File: config.mk
export PLATFORM = sky130hd
export DESIGN_NAME = flash_cmd_decoder
export DESIGN_NICKNAME = d
export VERILOG_FILES = /design/src/rtl/flash_cmd_pkg.sv /design/src/rtl/fcd_seq.sv /design/src/rtl/fcd_guard.sv /design/src/rtl/fcd_id_rom.sv /design/src/rtl/flash_cmd_decoder.sv
export SDC_FILE = /design/constraint.sdc
export NUM_CORES = 1
export LEC_CHECK = 0
export CAP_MARGIN = 20
export CORE_MARGIN = 1
export CORE_UTILIZATION = 42
export DETAILED_ROUTE_END_ITERATION = 12
export PLACE_DENSITY = 0.83
export SLEW_MARGIN = 10
export SYNTH_ARGS = -nofsm -noshare
export SYNTH_HDL_FRONTEND = slang
export SYNTH_SLANG_ARGS = --single-unit
File: constraint.sdc
create_clock -name clk -period 2.5 [get_ports clk]
set_input_delay 0.5 -clock clk [delete_from_list [all_inputs] [get_ports clk]]
set_output_delay 0.5 -clock clk [all_outputs]
set_load 0.01 [all_outputs]
File: src/rtl/flash_cmd_pkg.sv
package flash_cmd_pkg;
  typedef enum logic [2:0] {
    S_IDLE, S_UNL1, S_UNL2, S_PROG, S_ERA3, S_ERA4, S_ERA5
  } seq_state_t;

  typedef enum logic [1:0] {
    OP_PROG = 2'd0,
    OP_CHIP = 2'd1,
    OP_SECT = 2'd2,
    OP_LOCK = 2'd3
  } cmd_op_t;

  localparam int REGION_N = 4;
  localparam int RG_BOOT  = 0;
  localparam int RG_PARA  = 1;
  localparam int RG_PARB  = 2;
  localparam int RG_MAIN  = 3;

  localparam logic [7:0] CODE_KEY1   = 8'hAA;
  localparam logic [7:0] CODE_KEY2   = 8'h55;
  localparam logic [7:0] CODE_PROG   = 8'hA0;
  localparam logic [7:0] CODE_ERASE  = 8'h80;
  localparam logic [7:0] CODE_ID_IN  = 8'h90;
  localparam logic [7:0] CODE_ID_OUT = 8'hF0;
  localparam logic [7:0] CODE_CHIP   = 8'h10;
  localparam logic [7:0] CODE_SECT   = 8'h30;
  localparam logic [7:0] CODE_LOCK   = 8'h40;
endpackage

File: src/rtl/fcd_seq.sv
module fcd_seq
  import flash_cmd_pkg::*;
#(
  parameter int ADDR_W = 17,
  parameter logic [ADDR_W-1:0] KEY_ADDR1 = 17'h05555,
  parameter logic [ADDR_W-1:0] KEY_ADDR2 = 17'h02AAA
) (
  input  logic              clk,
  input  logic              rst,
  input  logic              wr_en,
  input  logic              busy,
  input  logic [ADDR_W-1:0] wr_addr,
  input  logic [7:0]        cmd_byte,
  output logic              cmd_go,
  output cmd_op_t           cmd_op,
  output logic              id_mode
);
  seq_state_t state_q, state_d;
  logic id_q, id_set, id_clr;
  logic wv, at1, at2;

  assign wv  = wr_en && !busy;
  assign at1 = (wr_addr == KEY_ADDR1);
  assign at2 = (wr_addr == KEY_ADDR2);

  always_comb begin
    state_d = state_q;
    cmd_go  = 1'b0;
    cmd_op  = OP_PROG;
    id_set  = 1'b0;
    id_clr  = 1'b0;
    if (wv) begin
      state_d = S_IDLE;
      case (state_q)
        S_IDLE: begin
          if (at1 && cmd_byte == CODE_KEY1) state_d = S_UNL1;
          else if (cmd_byte == CODE_ID_OUT) id_clr = 1'b1;
        end
        S_UNL1: if (at2 && cmd_byte == CODE_KEY2) state_d = S_UNL2;
        S_UNL2: if (at1) begin
          case (cmd_byte)
            CODE_PROG:   state_d = S_PROG;
            CODE_ERASE:  state_d = S_ERA3;
            CODE_ID_IN:  id_set  = 1'b1;
            CODE_ID_OUT: id_clr  = 1'b1;
            default:     state_d = S_IDLE;
          endcase
        end
        S_PROG: begin
          cmd_go = 1'b1;
          cmd_op = OP_PROG;
        end
        S_ERA3: if (at1 && cmd_byte == CODE_KEY1) state_d = S_ERA4;
        S_ERA4: if (at2 && cmd_byte == CODE_KEY2) state_d = S_ERA5;
        S_ERA5: begin
          if (at1 && cmd_byte == CODE_CHIP) begin
            cmd_go = 1'b1; cmd_op = OP_CHIP;
          end else if (at1 && cmd_byte == CODE_LOCK) begin
            cmd_go = 1'b1; cmd_op = OP_LOCK;
          end else if (cmd_byte == CODE_SECT) begin
            cmd_go = 1'b1; cmd_op = OP_SECT;
          end
        end
        default: state_d = S_IDLE;
      endcase
    end
  end

  always_ff @(posedge clk) begin
    if (rst) begin
      state_q <= S_IDLE;
      id_q    <= 1'b0;
    end else begin
      state_q <= state_d;
      if (id_set)      id_q <= 1'b1;
      else if (id_clr) id_q <= 1'b0;
    end
  end

  assign id_mode = id_q;

  // a busy cycle leaves sequence step and ID mode untouched
  a_r12_busy_freezes: assert property (@(posedge clk) disable iff (rst)
    busy |=> ($stable(state_q) && $stable(id_q)));

  // a wrong second unlock write lands in idle
  a_r4_bad_unlock_idle: assert property (@(posedge clk) disable iff (rst)
    (wv && state_q == S_UNL1 && !(at2 && cmd_byte == CODE_KEY2)) |=> (state_q == S_IDLE));
endmodule

File: src/rtl/fcd_guard.sv
module fcd_guard
  import flash_cmd_pkg::*;
#(
  parameter int ADDR_W    = 17,
  parameter int DATA_W    = 16,
  parameter int BLK_SHIFT = 13
) (
  input  logic                clk,
  input  logic                rst,
  input  logic                cmd_go,
  input  cmd_op_t             cmd_op,
  input  logic [ADDR_W-1:0]   wr_addr,
  input  logic [DATA_W-1:0]   wr_data,
  input  logic                hv_ovr,
  output logic                req_valid,
  output logic [1:0]          req_op,
  output logic [ADDR_W-1:0]   req_addr,
  output logic [DATA_W-1:0]   req_data,
  output logic [REGION_N-1:0] req_regions,
  output logic                locked
);
  localparam int BLK_W = ADDR_W - BLK_SHIFT;

  logic lock_q = 1'b0;
  logic [BLK_W-1:0] blk;
  logic boot_open, allow;
  logic [REGION_N-1:0] regions;

  assign blk       = wr_addr[ADDR_W-1:BLK_SHIFT];
  assign boot_open = !lock_q || hv_ovr;

  always_comb begin
    regions = '0;
    allow   = 1'b0;
    case (cmd_op)
      OP_PROG: begin
        if (blk == BLK_W'(0))      regions[RG_BOOT] = 1'b1;
        else if (blk == BLK_W'(1)) regions[RG_PARA] = 1'b1;
        else if (blk == BLK_W'(2)) regions[RG_PARB] = 1'b1;
        else                       regions[RG_MAIN] = 1'b1;
        allow = boot_open || (blk != BLK_W'(0));
      end
      OP_CHIP: begin
        regions = '1;
        allow   = boot_open;
      end
      OP_SECT: begin
        if (blk == BLK_W'(1))      regions[RG_PARA] = 1'b1;
        else if (blk == BLK_W'(2)) regions[RG_PARB] = 1'b1;
        else begin
          regions[RG_MAIN] = 1'b1;
          regions[RG_BOOT] = boot_open;
        end
        allow = 1'b1;
      end
      default: allow = 1'b0;
    endcase
  end

  // the lock survives rst: it is only ever set
  always_ff @(posedge clk) begin
    if (cmd_go && cmd_op == OP_LOCK) lock_q <= 1'b1;
  end

  always_ff @(posedge clk) begin
    if (rst) begin
      req_valid   <= 1'b0;
      req_op      <= 2'd0;
      req_addr    <= '0;
      req_data    <= '0;
      req_regions <= '0;
    end else begin
      req_valid <= cmd_go && allow;
      if (cmd_go && allow) begin
        req_op      <= cmd_op;
        req_addr    <= wr_addr;
        req_data    <= wr_data;
        req_regions <= regions;
      end
    end
  end

  assign locked = lock_q;

  // requests are single-cycle pulses
  a_r2_req_single_cycle: assert property (@(posedge clk) disable iff (rst)
    req_valid |=> !req_valid);

  // chip erase covers every region
  a_r5_chip_all_regions: assert property (@(posedge clk) disable iff (rst)
    (req_valid && req_op == OP_CHIP) |-> (req_regions == '1));

  // no chip erase under an active lock
  a_r8_chip_blocked: assert property (@(posedge clk) disable iff (rst)
    (req_valid && req_op == OP_CHIP) |-> (!$past(lock_q) || $past(hv_ovr)));

  // no boot program under an active lock
  a_r8_boot_prog_blocked: assert property (@(posedge clk) disable iff (rst)
    (req_valid && req_op == OP_PROG && req_addr[ADDR_W-1:BLK_SHIFT] == '0)
      |-> (!$past(lock_q) || $past(hv_ovr)));

  // lock never falls
  a_r7_lock_sticky: assert property (@(posedge clk) disable iff (rst)
    lock_q |=> lock_q);
endmodule

File: src/rtl/fcd_id_rom.sv
module fcd_id_rom #(
  parameter int ADDR_W = 17,
  parameter logic [7:0] MFR_CODE = 8'h1F,
  parameter logic [7:0] DEV_CODE = 8'h82
) (
  input  logic              clk,
  input  logic              rst,
  input  logic              id_mode,
  input  logic              locked,
  input  logic [ADDR_W-1:0] rd_addr,
  output logic [7:0]        id_rd_data
);
  always_ff @(posedge clk) begin
    if (rst || !id_mode) id_rd_data <= 8'h00;
    else begin
      case (rd_addr)
        ADDR_W'(0): id_rd_data <= MFR_CODE;
        ADDR_W'(1): id_rd_data <= DEV_CODE;
        ADDR_W'(2): id_rd_data <= {7'b0, locked};
        default:    id_rd_data <= 8'h00;
      endcase
    end
  end

  // nonzero ID data only follows a cycle in ID mode
  a_r11_quiet_outside_id: assert property (@(posedge clk) disable iff (rst)
    (id_rd_data != 8'h00) |-> $past(id_mode));
endmodule

File: src/rtl/flash_cmd_decoder.sv
module flash_cmd_decoder
  import flash_cmd_pkg::*;
#(
  parameter int ADDR_W    = 17,
  parameter int DATA_W    = 16,
  parameter int BLK_SHIFT = 13
) (
  input  logic              clk,
  input  logic              rst,
  input  logic              wr_en,
  input  logic [ADDR_W-1:0] wr_addr,
  input  logic [DATA_W-1:0] wr_data,
  input  logic              busy,
  input  logic              hv_override,
  input  logic [ADDR_W-1:0] rd_addr,
  output logic              req_valid,
  output logic [1:0]        req_op,
  output logic [ADDR_W-1:0] req_addr,
  output logic [DATA_W-1:0] req_data,
  output logic [3:0]        req_regions,
  output logic              id_mode,
  output logic              locked,
  output logic [7:0]        id_rd_data
);
  logic    cmd_go;
  cmd_op_t cmd_op;

  fcd_seq #(.ADDR_W(ADDR_W)) u_seq (
    .clk(clk), .rst(rst), .wr_en(wr_en), .busy(busy),
    .wr_addr(wr_addr), .cmd_byte(wr_data[7:0]),
    .cmd_go(cmd_go), .cmd_op(cmd_op), .id_mode(id_mode)
  );

  fcd_guard #(.ADDR_W(ADDR_W), .DATA_W(DATA_W), .BLK_SHIFT(BLK_SHIFT)) u_guard (
    .clk(clk), .rst(rst), .cmd_go(cmd_go), .cmd_op(cmd_op),
    .wr_addr(wr_addr), .wr_data(wr_data), .hv_ovr(hv_override),
    .req_valid(req_valid), .req_op(req_op), .req_addr(req_addr),
    .req_data(req_data), .req_regions(req_regions), .locked(locked)
  );

  fcd_id_rom #(.ADDR_W(ADDR_W)) u_id (
    .clk(clk), .rst(rst), .id_mode(id_mode), .locked(locked),
    .rd_addr(rd_addr), .id_rd_data(id_rd_data)
  );
endmodule

* After elaboration in Yosys (flattened, before gate mapping)
Index checks and enable logic that the tools add are counted.
Storage, ports and cells: bits in registers 52, input port bits 55, output and inout port bits 50, logic and storage cells 86
Cells by class: equal/unequal tests 23, mux-type cells 39, reductions and logical operators 16
Operators by type and width (count):
- equality test 8 bit, second input constant | 5
- one-hot mux 8 bit (3 select lines) | 1
- 2-to-1 mux 1 bit | 21
- equality test 17 x 1 -> 1 bit, second input constant | 1
- equality test 17 x 14 -> 1 bit, second input constant | 1
- equality test 17 x 15 -> 1 bit, second input constant | 1
- equality test 17 x 2 -> 1 bit, second input constant | 1
- zero test 17 bit | 1
- equality test 8 x 7 -> 1 bit, second input constant | 2
- one-hot mux 3 bit (5 select lines) | 1
- 2-to-1 mux 2 bit | 7
- 2-to-1 mux 3 bit | 4
- one-hot mux 4 bit (3 select lines) | 1
- equality test 3 bit, second input constant | 3
- equality test 8 x 5 -> 1 bit, second input constant | 1
- equality test 8 x 6 -> 1 bit, second input constant | 1
- equality test 3 x 2 -> 1 bit, second input constant | 2
- logical AND 1 bit | 6
- one-hot mux 3 bit (2 select lines) | 1
- equality test 4 x 1 -> 1 bit, second input constant | 1
- equality test 4 x 2 -> 1 bit, second input constant | 1
- zero test 4 bit | 1
- one-hot mux 1 bit (2 select lines) | 2
- nonzero test 4 bit | 1
- 9 further kinds | 11

* Longest topological paths before layout
Gate-level depths: netlist of run 1.
depth after elaboration 9, gate-level depth with buffers 8

* Cells and area by module
Synthesis of run 1 repeated with hierarchy kept, for this count alone.
Second synthesis, totals: cell total of the unflattened synthesis 282, area total of the unflattened synthesis 2418.6 um^2
By module, submodules not included:
- fcd_guard | times used 1, cells each 188, area an instance 1659.1 um^2
- fcd_seq | times used 1, cells each 73, area an instance 538.0 um^2
- fcd_id_rom | times used 1, cells each 21, area an instance 221.5 um^2

* Least setup slack after synthesis of run 1
OpenSTA, ideal clock, no wires.
kind in2reg, start input wr_addr[3], end register u_guard.req_regions[2], arrival time 2216 ps, data required time 2428 ps, path slack 212 ps, cell stages on the path 8, buffers on the path 2, cell sequence nand4b_1 > or4_4 > o21a_1 > a21o_1 > a21oi_2 > buf_6 > buf_12 > mux2i_1
On the way: word-level cells in the longest chain between the ends 9, elaborated cells on any way between the ends 17, those cells by class eq/ne: 3; mux: 10; reduce/logical: 4
Ends and longest elaborated chain:
- from (decl) | RTL line flash_cmd_decoder.sv:11 | input logic [ADDR_W-1:0] wr_addr,
- equality test 17 x 15 -> 1 bit * | RTL line fcd_seq.sv:23 | assign at1 = (wr_addr == KEY_ADDR1);
- logical AND 1 bit | RTL line fcd_seq.sv:58 | end else if (at1 && cmd_byte == CODE_LOCK) begin
- 2-to-1 mux 2 bit | RTL line fcd_seq.sv:58
- 2-to-1 mux 2 bit | RTL line fcd_seq.sv:56 | if (at1 && cmd_byte == CODE_CHIP) begin
- 2-to-1 mux 2 bit | RTL line fcd_seq.sv:34 | case (state_q)
- 2-to-1 mux 2 bit | RTL line fcd_seq.sv:32 | if (wv) begin
- equality test 2 bit (tied with other cells) | RTL line fcd_guard.sv:35 | case (cmd_op)
- one-hot mux 1 bit (3 select lines) | RTL line fcd_guard.sv:35
- logical AND 1 bit | RTL line fcd_guard.sv:74 | if (cmd_go && allow) begin
- to (signal assigned) | RTL line fcd_guard.sv:78 | req_regions <= regions;
- to (decl) | RTL line fcd_guard.sv:19 | output logic [REGION_N-1:0] req_regions,
Every way passes the cells marked *; elsewhere a longest branch is shown, timed or not. A chain may end at the register's enable or synchronous reset.

* Final worst setup path of run 1
start input wr_data[1], end register u_guard.req_addr[12]
On the way: word-level cells in the longest chain between the ends 9, elaborated cells on any way between the ends 20, those cells by class eq/ne: 5; mux: 11; reduce/logical: 4
Ends and longest elaborated chain:
- from (decl) | RTL line flash_cmd_decoder.sv:12 | input logic [DATA_W-1:0] wr_data,
- equality test 8 x 6 -> 1 bit / equality test 8 x 7 -> 1 bit (equally long branches) | RTL line fcd_seq.sv:60, fcd_seq.sv:58
- 2-to-1 mux 2 bit / logical AND 1 bit (equally long branches) | RTL line fcd_seq.sv:60, fcd_seq.sv:58
- 2-to-1 mux 2 bit | RTL line fcd_seq.sv:58
- 2-to-1 mux 2 bit | RTL line fcd_seq.sv:56
- 2-to-1 mux 2 bit | RTL line fcd_seq.sv:34
- 2-to-1 mux 2 bit | RTL line fcd_seq.sv:32
- equality test 2 bit (tied with other cells) | RTL line fcd_guard.sv:35
- one-hot mux 1 bit (3 select lines) | RTL line fcd_guard.sv:35
- logical AND 1 bit * | RTL line fcd_guard.sv:74
- to (signal assigned) | RTL line fcd_guard.sv:76 | req_addr <= wr_addr;
- to (decl) | RTL line fcd_guard.sv:17 | output logic [ADDR_W-1:0] req_addr,
Marks and branches as above.

==> results of run 1 <==
[registers in the layout, indices dropped and copies added (netlist names)]
name	flops
u_guard.req_data	16
u_seq.id_mode	1
u_guard.req_op	2
u_id.id_rd_data	4
u_seq.state_q	3
u_guard.req_addr	17
u_guard.req_regions	4
u_guard.req_valid	1
[power by group through the flow]
| stage | clock network, W | logic, W | registers (W) |
|---|---|---|---|
| final | 0.000562 | 0.000227 | 0.000764 |
| after global routing | 0.000598 | 0.000244 | 0.000764 |
| after CTS | 0.000564 | 0.000218 | 0.000764 |
| after detailed placement | 0 | 0.000214 | 0.000782 |
| after global placement | 0 | 0.000209 | 0.000782 |
| after floorplan | 0 | 0.0000564 | 0.000782 |
[path summary, 6_finish.rpt]
| kind | from | endpoint | slack, ns | cells past startpoint |
|---|---|---|---|---|
| setup / recovery | wr_data[1] | u_guard.req_addr[12] | -0.06 | 10 |
| hold / removal | u_guard.req_data[2] | u_guard.req_data[2] | 0.46 | 2 |
| setup reg to reg | u_seq.state_q[1] | u_guard.req_addr[12] | 0.43 | 8 |
| hold reg to reg | u_guard.req_data[2] | u_guard.req_data[2] | 0.46 | 2 |
[cells by family (layout without fill, tap and decap cells)]
logic type	Yosys count	after routing	share of synthesized area, %
AOI/OAI and AO/OA	27	27	8.166
xor gates and xnor gates	1	1	0.3596
other	2	3	0.3083
muxes	35	35	14.38
and+or+nand+nor	152	152	31.02
DFF	48	48	39.45
buffers and inverters	21	170	6.318
[layout make-up]
type | instances | area, sq um
Sequential cell | 48 | 960.9
Clock buffer | 6 | 72.57
Fill cell | 362 | 1389
Inverter | 4 | 15.01
Clock inverter | 2 | 35.03
Tap cell | 72 | 90.09
Timing Repair Buffer | 158 | 1564
Multi-Input combinational cell | 218 | 1414
[worst reg2reg max path, stage by stage, from the launching register on]
cell and delay (ns):
dfxtp_1 0.52, and3b_1 0.26, nand2_1 0.18, nor3_2 0.23, a21o_1 0.20, a21oi_4 0.09
buf_12 0.16, buf_12 0.15, mux2i_4 0.18
[metrics by stage]
step / power (W) / hold WS (ns) / cell area, sq um / std cells
2_1_floorplan: 0.0008381 / 0.4634 / 2440 / 287
6_report: 0.001553 / 0.4608 / 4151 / 508
3_5_place_dp: 0.0009959 / 0.4477 / 3800 / 490
5_1_grt: 0.001606 / 0.4794 / 4151 / 508
3_3_place_gp: 0.0009911 / 0.4408 / 3800 / 490
4_1_cts: 0.001546 / 0.4617 / 3993 / 504
[what timing repair did]
item,CTS,global route
setup endpoints to repair,28,38
cloned,1,2
gates resized for setup,2,24
pin swaps,4,10
buffers inserted,5,3
[metal layers]
metal | vias to the layer above | track usage, % | part of all wire, %
li1 | 1292 | - | -
met2 | 133 | 42.54 | 51
met5 | - | 0 | 0
met4 | 0 | 13.52 | 3.9
met3 | 33 | 6.163 | 6.4
met1 | 1282 | 25.75 | 38
[cell usage after synthesis, types with 4 or more instances]
library cell   n
o21ai_0        7
nor2_1        14
nor2b_1        4
nand2_1       86
a21oi_1        4
nor4_1         8
dfxtp_1       48
nor3_1         6
clkbuf_1       8
buf_4          5
nand4_1        5
mux2i_1       35
nor4bb_1       5
==> results.toml, run 1 <==
[die]
start_util_pct = 43.97
die_h_um = 78.16
core_sq_um = 5540
die_area_sq_um = 6109
pin_count = 105
rows = 27
die_width_um = 78.16

[finish]
final_util_pct = 74.93
drive_gt1_share_pct = 19.72
final_nets = 490
area_delta_synth_final_pct = 70.42
insertedDiodeCount = 0
layout_commonest_cell = "clkdlybuf4s50_1"
most-common-layout-cells = "93 x clkdlybuf4s50_1, 86 x nand2_1, 49 x buf_4"

[placement]
gp_congestion = 0.8908
place_ws_ns = -0.3945
port_buffers = 101
dp_hpwl_um = 5337

[drt]
wl_per_cell_um = 15.72
drt_wl_total_um = 7987
drc = 0
avgViaCountPerCell = 5.394
vias = 2740
drtIter0Drc = 150
drtPass1Iterations = 5
ant_nets = 0

[grt]
grt_pass1_wl_um = 11510
grt_max_degree = 30
grt.overflow.total = 0
grt_pass1_vias = 2601
gr-usage-all-layers_pct = 23.99
antenna_found_initial = 0

[critical_path]
cpMaxStageDelayCell = "clkdlybuf4s50_1"
worstPathArrival_ns = 2.80
worstSetupPathType = "in2reg"
critPathTopFamily = "buffers and inverters"
crit_top_cell = "buf_12"
crit_chain = "clkdlybuf4s50_1, nor4b_2, buf_4, nand4_1, o21a_1, a21o_1, a21oi_4, buf_12, buf_12, mux2i_4"
critPathMaxStageDelay_ns = 0.45
crit_required_ns = 2.74
cp-start-kind = "input port"
critical_path_buf_inv_count = 4
end_kind = "register"
path_max_fanout = 7

[min_path]
hp-class = "reg2reg"

[sta]
hold_viol = 0
slew_headroom_pct = 64.55
layout_min_cycle_time_ns = 2.560
worst_pin_slew_ns = 0.5243
tns_ns = -0.7710
fmax_mhz = 390.6
period_share_pct = 102.4
clock_skew_ns = 0.006133
fin_ws_ns = -0.06034
setup-violations-final = 36
slew_viol_final = 0

[run_status]
status = "complete, but fails checks"
violations = "negative setup slack"

[logic_synthesis]
avgSynthCellArea_sq_um = 8.518
synth_top_area_cell = "dfxtp_1"
synthesis.instances = 286
synthFlopType = "dfxtp_1"
synth_top_area_share_pct = 39.45
ys_top_cells_by_area = "dfxtp_1 39%, mux2i_1 14%, nand2_1 13%"
synth_cell_types = 46
async_reset_ff_share_pct = 0
ys_ff_latch = 48
synth_edf_count = 0
synth_area_sq_um = 2436
ys_seq_area_share_pct = 39.45
ys_warn_count = 0

[clocking]
cts_max_path_buffers = 2
cts.sinks = 48
ctsHtreeMaxLevel = 2
cts_root_buf = "clkbuf_8"
hold_buffers = 0
cts_tree = "done"
clkTransAtPathRegs_ns = 0.08
numCtsBuffers = 5
clk_latency_ns = 0.31

[pwr]
clock_power_share_pct = 36.2
pwr_density_cell_nw_per_um2 = 374.0
power_switching_w = 0.0003582
p_int_w = 0.001194
power_frac_comb_pct = 14.6
power.leakage_nw = 1.580
p_sw_share_pct = 23.07
ir_worst_vdd_mv = 0.3234
p_seq_share_pct = 49.2

[job]
maxCapViolCount = 0
(Power assumes the default switching activity.)
==> run 2: changes to the inputs <==
--- a/config.mk
+++ b/config.mk
@@ -5,8 +5,7 @@
 export SDC_FILE = /design/constraint.sdc
 export NUM_CORES = 1
 export LEC_CHECK = 0
-export CAP_MARGIN = 20
-export CORE_MARGIN = 1
+export CORE_MARGIN = 4
 export CORE_UTILIZATION = 42
 export DETAILED_ROUTE_END_ITERATION = 12
 export PLACE_DENSITY = 0.83
==> results.toml, run 2 (synthesis gave the netlist of run 1 again) <==
[clocking]
cts_tree = "done"
cts.sinks = 48
clk_latency_ns = 0.30
hold_buffers = 0
numCtsBuffers = 5
clkTransAtPathRegs_ns = 0.09
cts_root_buf = "clkbuf_8"
cts_max_path_buffers = 2
ctsHtreeMaxLevel = 2

[drt]
ant_nets = 0
drt_wl_total_um = 8229
drc = 0
avgViaCountPerCell = 5.273
wl_per_cell_um = 16.04
vias = 2705
drtPass1Iterations = 5
drtIter0Drc = 128

[pwr]
clock_power_share_pct = 39.5
ir_worst_vdd_mv = 0.2235
power_switching_w = 0.0003502
power_w = 0.001641
pwr_density_cell_nw_per_um2 = 387.7
power.leakage_nw = 1.649
p_sw_share_pct = 21.33
p_seq_share_pct = 46.5
p_int_w = 0.001291
power_frac_comb_pct = 14.0

[run_status]
violations = "negative setup slack"
status = "complete, but fails checks"

[finish]
final_nets = 496
insertedDiodeCount = 0
top_register = "u_guard.req_addr"
largest_reg_flops = 17
fillCellCount = 371
layout_commonest_cell = "clkdlybuf4s50_1"
drive_gt1_share_pct = 20.41
area_delta_synth_final_pct = 73.81
largestRegisters = "u_guard.req_addr: 17 flops, u_guard.req_data: 16 flops"
most-common-layout-cells = "91 x clkdlybuf4s50_1, 86 x nand2_1, 53 x buf_4"

[critical_path]
worstSetupPathType = "in2reg"
critPathTopFamily = "buffers and inverters"
critPathMaxStageDelay_ns = 0.54
crit_required_ns = 2.71
critical_path_buf_inv_count = 3
end_kind = "register"
cp-start-kind = "input port"
path_max_fanout = 7
crit_chain = "clkdlybuf4s50_1, nor4_2, nand4_1, o21a_1, a21o_1, a21oi_4, buf_12, clkbuf_16, mux2i_1"
worstPathArrival_ns = 2.72
cpMaxStageDelayCell = "clkdlybuf4s50_1"

[sta]
setup-violations-final = 1
hold_viol = 0
fmax_mhz = 398.5
layout_min_cycle_time_ns = 2.509
period_share_pct = 100.4
slew_viol_final = 0
fin_ws_ns = -0.009201
clock_skew_ns = 0.005664

[grt]
grt.overflow.total = 0
grt_pass1_wl_um = 12080
antenna_found_initial = 0
grt_max_degree = 47
gr-usage-all-layers_pct = 20.36
grt_pass1_vias = 2637

[job]
maxCapViolCount = 0

[placement]
dp_hpwl_um = 5621
port_buffers = 101
gp_congestion = 0.8952
place_ws_ns = -0.3585

[die]
pin_count = 105
start_util_pct = 43.70
die_h_um = 84.16
die_area_sq_um = 7083
core_sq_um = 5574
die_width_um = 84.16
rows = 27

[min_path]
hp-class = "reg2reg"
[run 2: changes by cell type in the layout (fill, tap and decap cells not counted), moves of 2 or more]
cell / delta
clkdlybuf4s50_1: -2
buf_12: -2
buf_8: +2
dlymetal6s2s_1: +2
buf_4: +4
[run 2: area by class of cell]
class | count | area [sq um] | share of cell area [%]
sequential | 48 | 960.9 | 22.70
multi-input combinational | 218 | 1411 | 33.33
clock buffer | 5 | 68.82 | 1.625
clock inverter | 2 | 60.06 | 1.418
inverter | 4 | 15.01 | 0.3546
tap | 72 | 90.09 | 2.128
timing repair buffer | 164 | 1628 | 38.45
[run 2: layer usage]
layer / share of wire, % / global-route usage [%] / wire length [um]
met3: 5.4 / 4.612 / 445
met2: 53 / 36.08 / 4325
met5: 0 / 0 / 0
met4: 2.4 / 5.994 / 199
met1: 40 / 24.50 / 3258
[run 2: power groups by stage]
| stage | clock network [W] | registers [W] | logic, W |
|---|---|---|---|
| floorplan | 0 | 0.000782 | 0.0000564 |
| detailed placement | 0 | 0.000782 | 0.000213 |
| global placement | 0 | 0.000782 | 0.000209 |
| CTS | 0.000645 | 0.000764 | 0.000215 |
| global route | 0.000676 | 0.000764 | 0.000247 |
| finish | 0.000648 | 0.000764 | 0.000229 |
[run 2: worst min-delay path, cell delays in order, from the launching register on]
cell and delay, ns:
dfxtp_1 0.31, nand2_1 0.05, mux2i_1 0.05
[run 2: per-stage QoR]
stage                 TNS, ns  cell area (sq um)  hold WS, ns  cells  util [%]
floorplan                   0               2440       0.4634    287         -
global route          -0.8266               4234       0.4816    513     75.96
detailed placement     -12.67               3832       0.4463    496     68.75
CTS                         0               4031       0.4623    507     72.32
global placement       -10.35               3832       0.4417    496     68.75
finish              -0.009201               4234       0.4609    513     75.96
[run 2: repair_timing]
item | 4_1_cts | 5_1_grt
cloned | 1 | 2
setup endpoints to repair | 34 | 40
buffers inserted | 3 | 4
resized for setup | 3 | 27
pin swaps | 3 | 9
[run 2: path summary, 6_finish.rpt]
check,from,cells after the start,end,slack [ns]
setup / recovery,wr_data[2],9,u_guard.req_data[7],-0.009
setup reg to reg,u_seq.state_q[1],8,u_guard.req_data[7],0.45
hold / removal,u_guard.req_addr[11],2,u_guard.req_addr[11],0.46
hold reg to reg,u_guard.req_addr[11],2,u_guard.req_addr[11],0.46
==> run 3: changes to the inputs <==
--- a/config.mk
+++ b/config.mk
@@ -6,9 +6,9 @@
 export NUM_CORES = 1
 export LEC_CHECK = 0
 export CORE_MARGIN = 4
-export CORE_UTILIZATION = 42
+export CORE_UTILIZATION = 46
 export DETAILED_ROUTE_END_ITERATION = 12
-export PLACE_DENSITY = 0.83
+export PLACE_DENSITY = 0.89
 export SLEW_MARGIN = 10
 export SYNTH_ARGS = -nofsm -noshare
 export SYNTH_HDL_FRONTEND = slang
==> constraint.sdc (replaced) <==
create_clock -name clk -period 3 [get_ports clk]
set_input_delay 0.6 -clock clk [delete_from_list [all_inputs] [get_ports clk]]
set_output_delay 0.6 -clock clk [all_outputs]
set_load 0.01 [all_outputs]
==> results.toml, run 3 (synthesis gave the netlist of run 1 again) <==
[critical_path]
crit_required_ns = 3.23
end_kind = "register"
cp-start-kind = "input port"
critPathTopFamily = "buffers and inverters"
cp.depth = 8
path_max_fanout = 31
r2r_start = "u_seq.state_q[1]"
critPathMaxStageDelay_ns = 0.54
worstSetupPathType = "in2reg"
crit_chain = "clkdlybuf4s50_1, nand4b_1, or4_4, o21a_1, a21o_1, a21oi_4, buf_12, mux2i_1"
r2r_cells = 7
r2r_setup_slack_ns = 0.99
critical_path_buf_inv_count = 2
cpMaxStageDelayCell = "or4_4"
timing.rr.end = "u_guard.req_regions[2]"
worstPathArrival_ns = 2.99
cp-startpoint = "wr_addr[8]"

[finish]
fillCellCount = 406
largest_reg_flops = 17
final_util_pct = 71.51
top_register = "u_guard.req_addr"
drive_gt1_share_pct = 8.376
layout_commonest_cell = "clkdlybuf4s50_1"
most-common-layout-cells = "101 x clkdlybuf4s50_1, 86 x nand2_1, 48 x dfxtp_1"
insertedDiodeCount = 0
regArea_sq_um = 960.9
area_delta_synth_final_pct = 49.92
final_nets = 448
largestRegisters = "u_guard.req_addr: 17 flops, u_guard.req_data: 16 flops"
multi_input_area_sq_um = 1333

[clocking]
clk_latency_ns = 0.30
numCtsBuffers = 5
post-cts-setup-buffers = 0
ctsHtreeMaxLevel = 2
hold_buffers = 0
cts_root_buf = "clkbuf_8"
cts_max_path_buffers = 2
cts_tree = "done"
cts_resized = 0
cts.sinks = 48
clkTransAtPathRegs_ns = 0.09

[drt]
ant_nets = 0
drt_wl_total_um = 6725
avgViaCountPerCell = 5.263
vias = 2442
drtIter0Drc = 156
wl_per_cell_um = 14.49
drc = 0
drtPass1Iterations = 4

[placement]
dp_hpwl_um = 5139
gp_congestion = 0.9058
port_buffers = 101

[min_path]
hp-class = "reg2reg"
worstHoldEndpoint = "u_guard.req_data[12]"
holdPathStages = 2
worstHoldStart = "u_guard.req_data[12]"

[sta]
period_share_pct = 92.11
fmax_mhz = 361.9
hold_viol = 0
slew_viol_final = 0
clock_skew_ns = 0.006032
layout_min_cycle_time_ns = 2.763
slew_headroom_pct = 60.47
worst_pin_slew_ns = 0.5921
rsz0062_at_grt = "no"
setup-violations-final = 0

[grt]
grt_max_degree = 38
antenna_found_initial = 0
gr-usage-all-layers_pct = 20.20
grt_pass1_wl_um = 10510
grt_pass1_vias = 2274
grt.overflow.total = 0

[pwr]
power_w = 0.001251
p_sw_share_pct = 22.12
power_switching_w = 0.0002767
power.leakage_nw = 1.263
pwr_density_cell_nw_per_um2 = 342.6
p_seq_share_pct = 50.9
power_frac_comb_pct = 12.5
p_int_w = 0.0009745
clock_power_share_pct = 36.7
ir_worst_vdd_mv = 0.1987

[die]
core_sq_um = 5107
rows = 26
pin_count = 105
die_h_um = 80.77
die_width_um = 80.77
start_util_pct = 47.70
die_area_sq_um = 6524

[job]
maxCapViolCount = 0

[run_status]
status = "finished, final reports clean"
-- run 3: power groups by stage --
stage / logic, W / clock network, W / registers (W)
6_report: 0.000156 / 0.000459 / 0.000636
3_3_place_gp: 0.000152 / 0 / 0.000651
2_1_floorplan: 0.0000470 / 0 / 0.000651
4_1_cts: 0.000155 / 0.000464 / 0.000636
5_1_grt: 0.000169 / 0.000495 / 0.000637
3_5_place_dp: 0.000154 / 0 / 0.000651
-- run 3: final cells by class --
| cell class | instances | area share (%) |
|---|---|---|
| Clock buffer | 6 | 1.987 |
| Clock inverter | 2 | 0.9592 |
| Inverter | 4 | 0.4111 |
| Multi-Input combinational cell | 218 | 36.49 |
| Sequential cell | 48 | 26.31 |
| Tap cell | 70 | 2.398 |
| Timing Repair Buffer | 116 | 31.45 |
-- run 3: metal layers --
| metal | wire, um | track usage [%] | vias to the layer above | share of wire [%] |
|---|---|---|---|---|
| met5 | 0 | 0 | - | 0 |
| met4 | 84 | 4.561 | 0 | 1.2 |
| met3 | 469 | 4.656 | 12 | 7.0 |
| met2 | 3340 | 35.76 | 100 | 50 |
| met1 | 2831 | 24.93 | 1127 | 42 |
| li1 | - | - | 1203 | - |
-- run 3: how the worst max path moves through the flow --
stage / endpoint / slack (ns)
floorplan: u_guard.req_regions[2] / 0.61
global placement: u_guard.req_data[4] / 0.04
detailed placement: u_guard.req_addr[4] / -0.07
CTS: u_guard.req_addr[4] / 0.26
global route: u_guard.req_addr[1] / 0.11
finish: u_guard.req_regions[2] / 0.24
-- run 3: per-stage QoR --
stage	cells	TNS [ns]	instance area [sq um]	hold WS, ns	setup slack [ns]
floorplan	287	0	2440	0.4634	0.6122
global placement	456	0	3545	0.4409	0.04291
detailed placement	456	-0.7495	3545	0.4460	-0.07053
CTS	464	0	3652	0.4628	0.2603
global route	464	0	3652	0.4804	0.1094
finish	464	0	3652	0.4584	0.2368
-- run 3: tightest hold or removal path, cell delays in order, from the launching register on --
cell and delay (ns):
dfxtp_1 0.32, nand2_1 0.05, mux2i_1 0.05
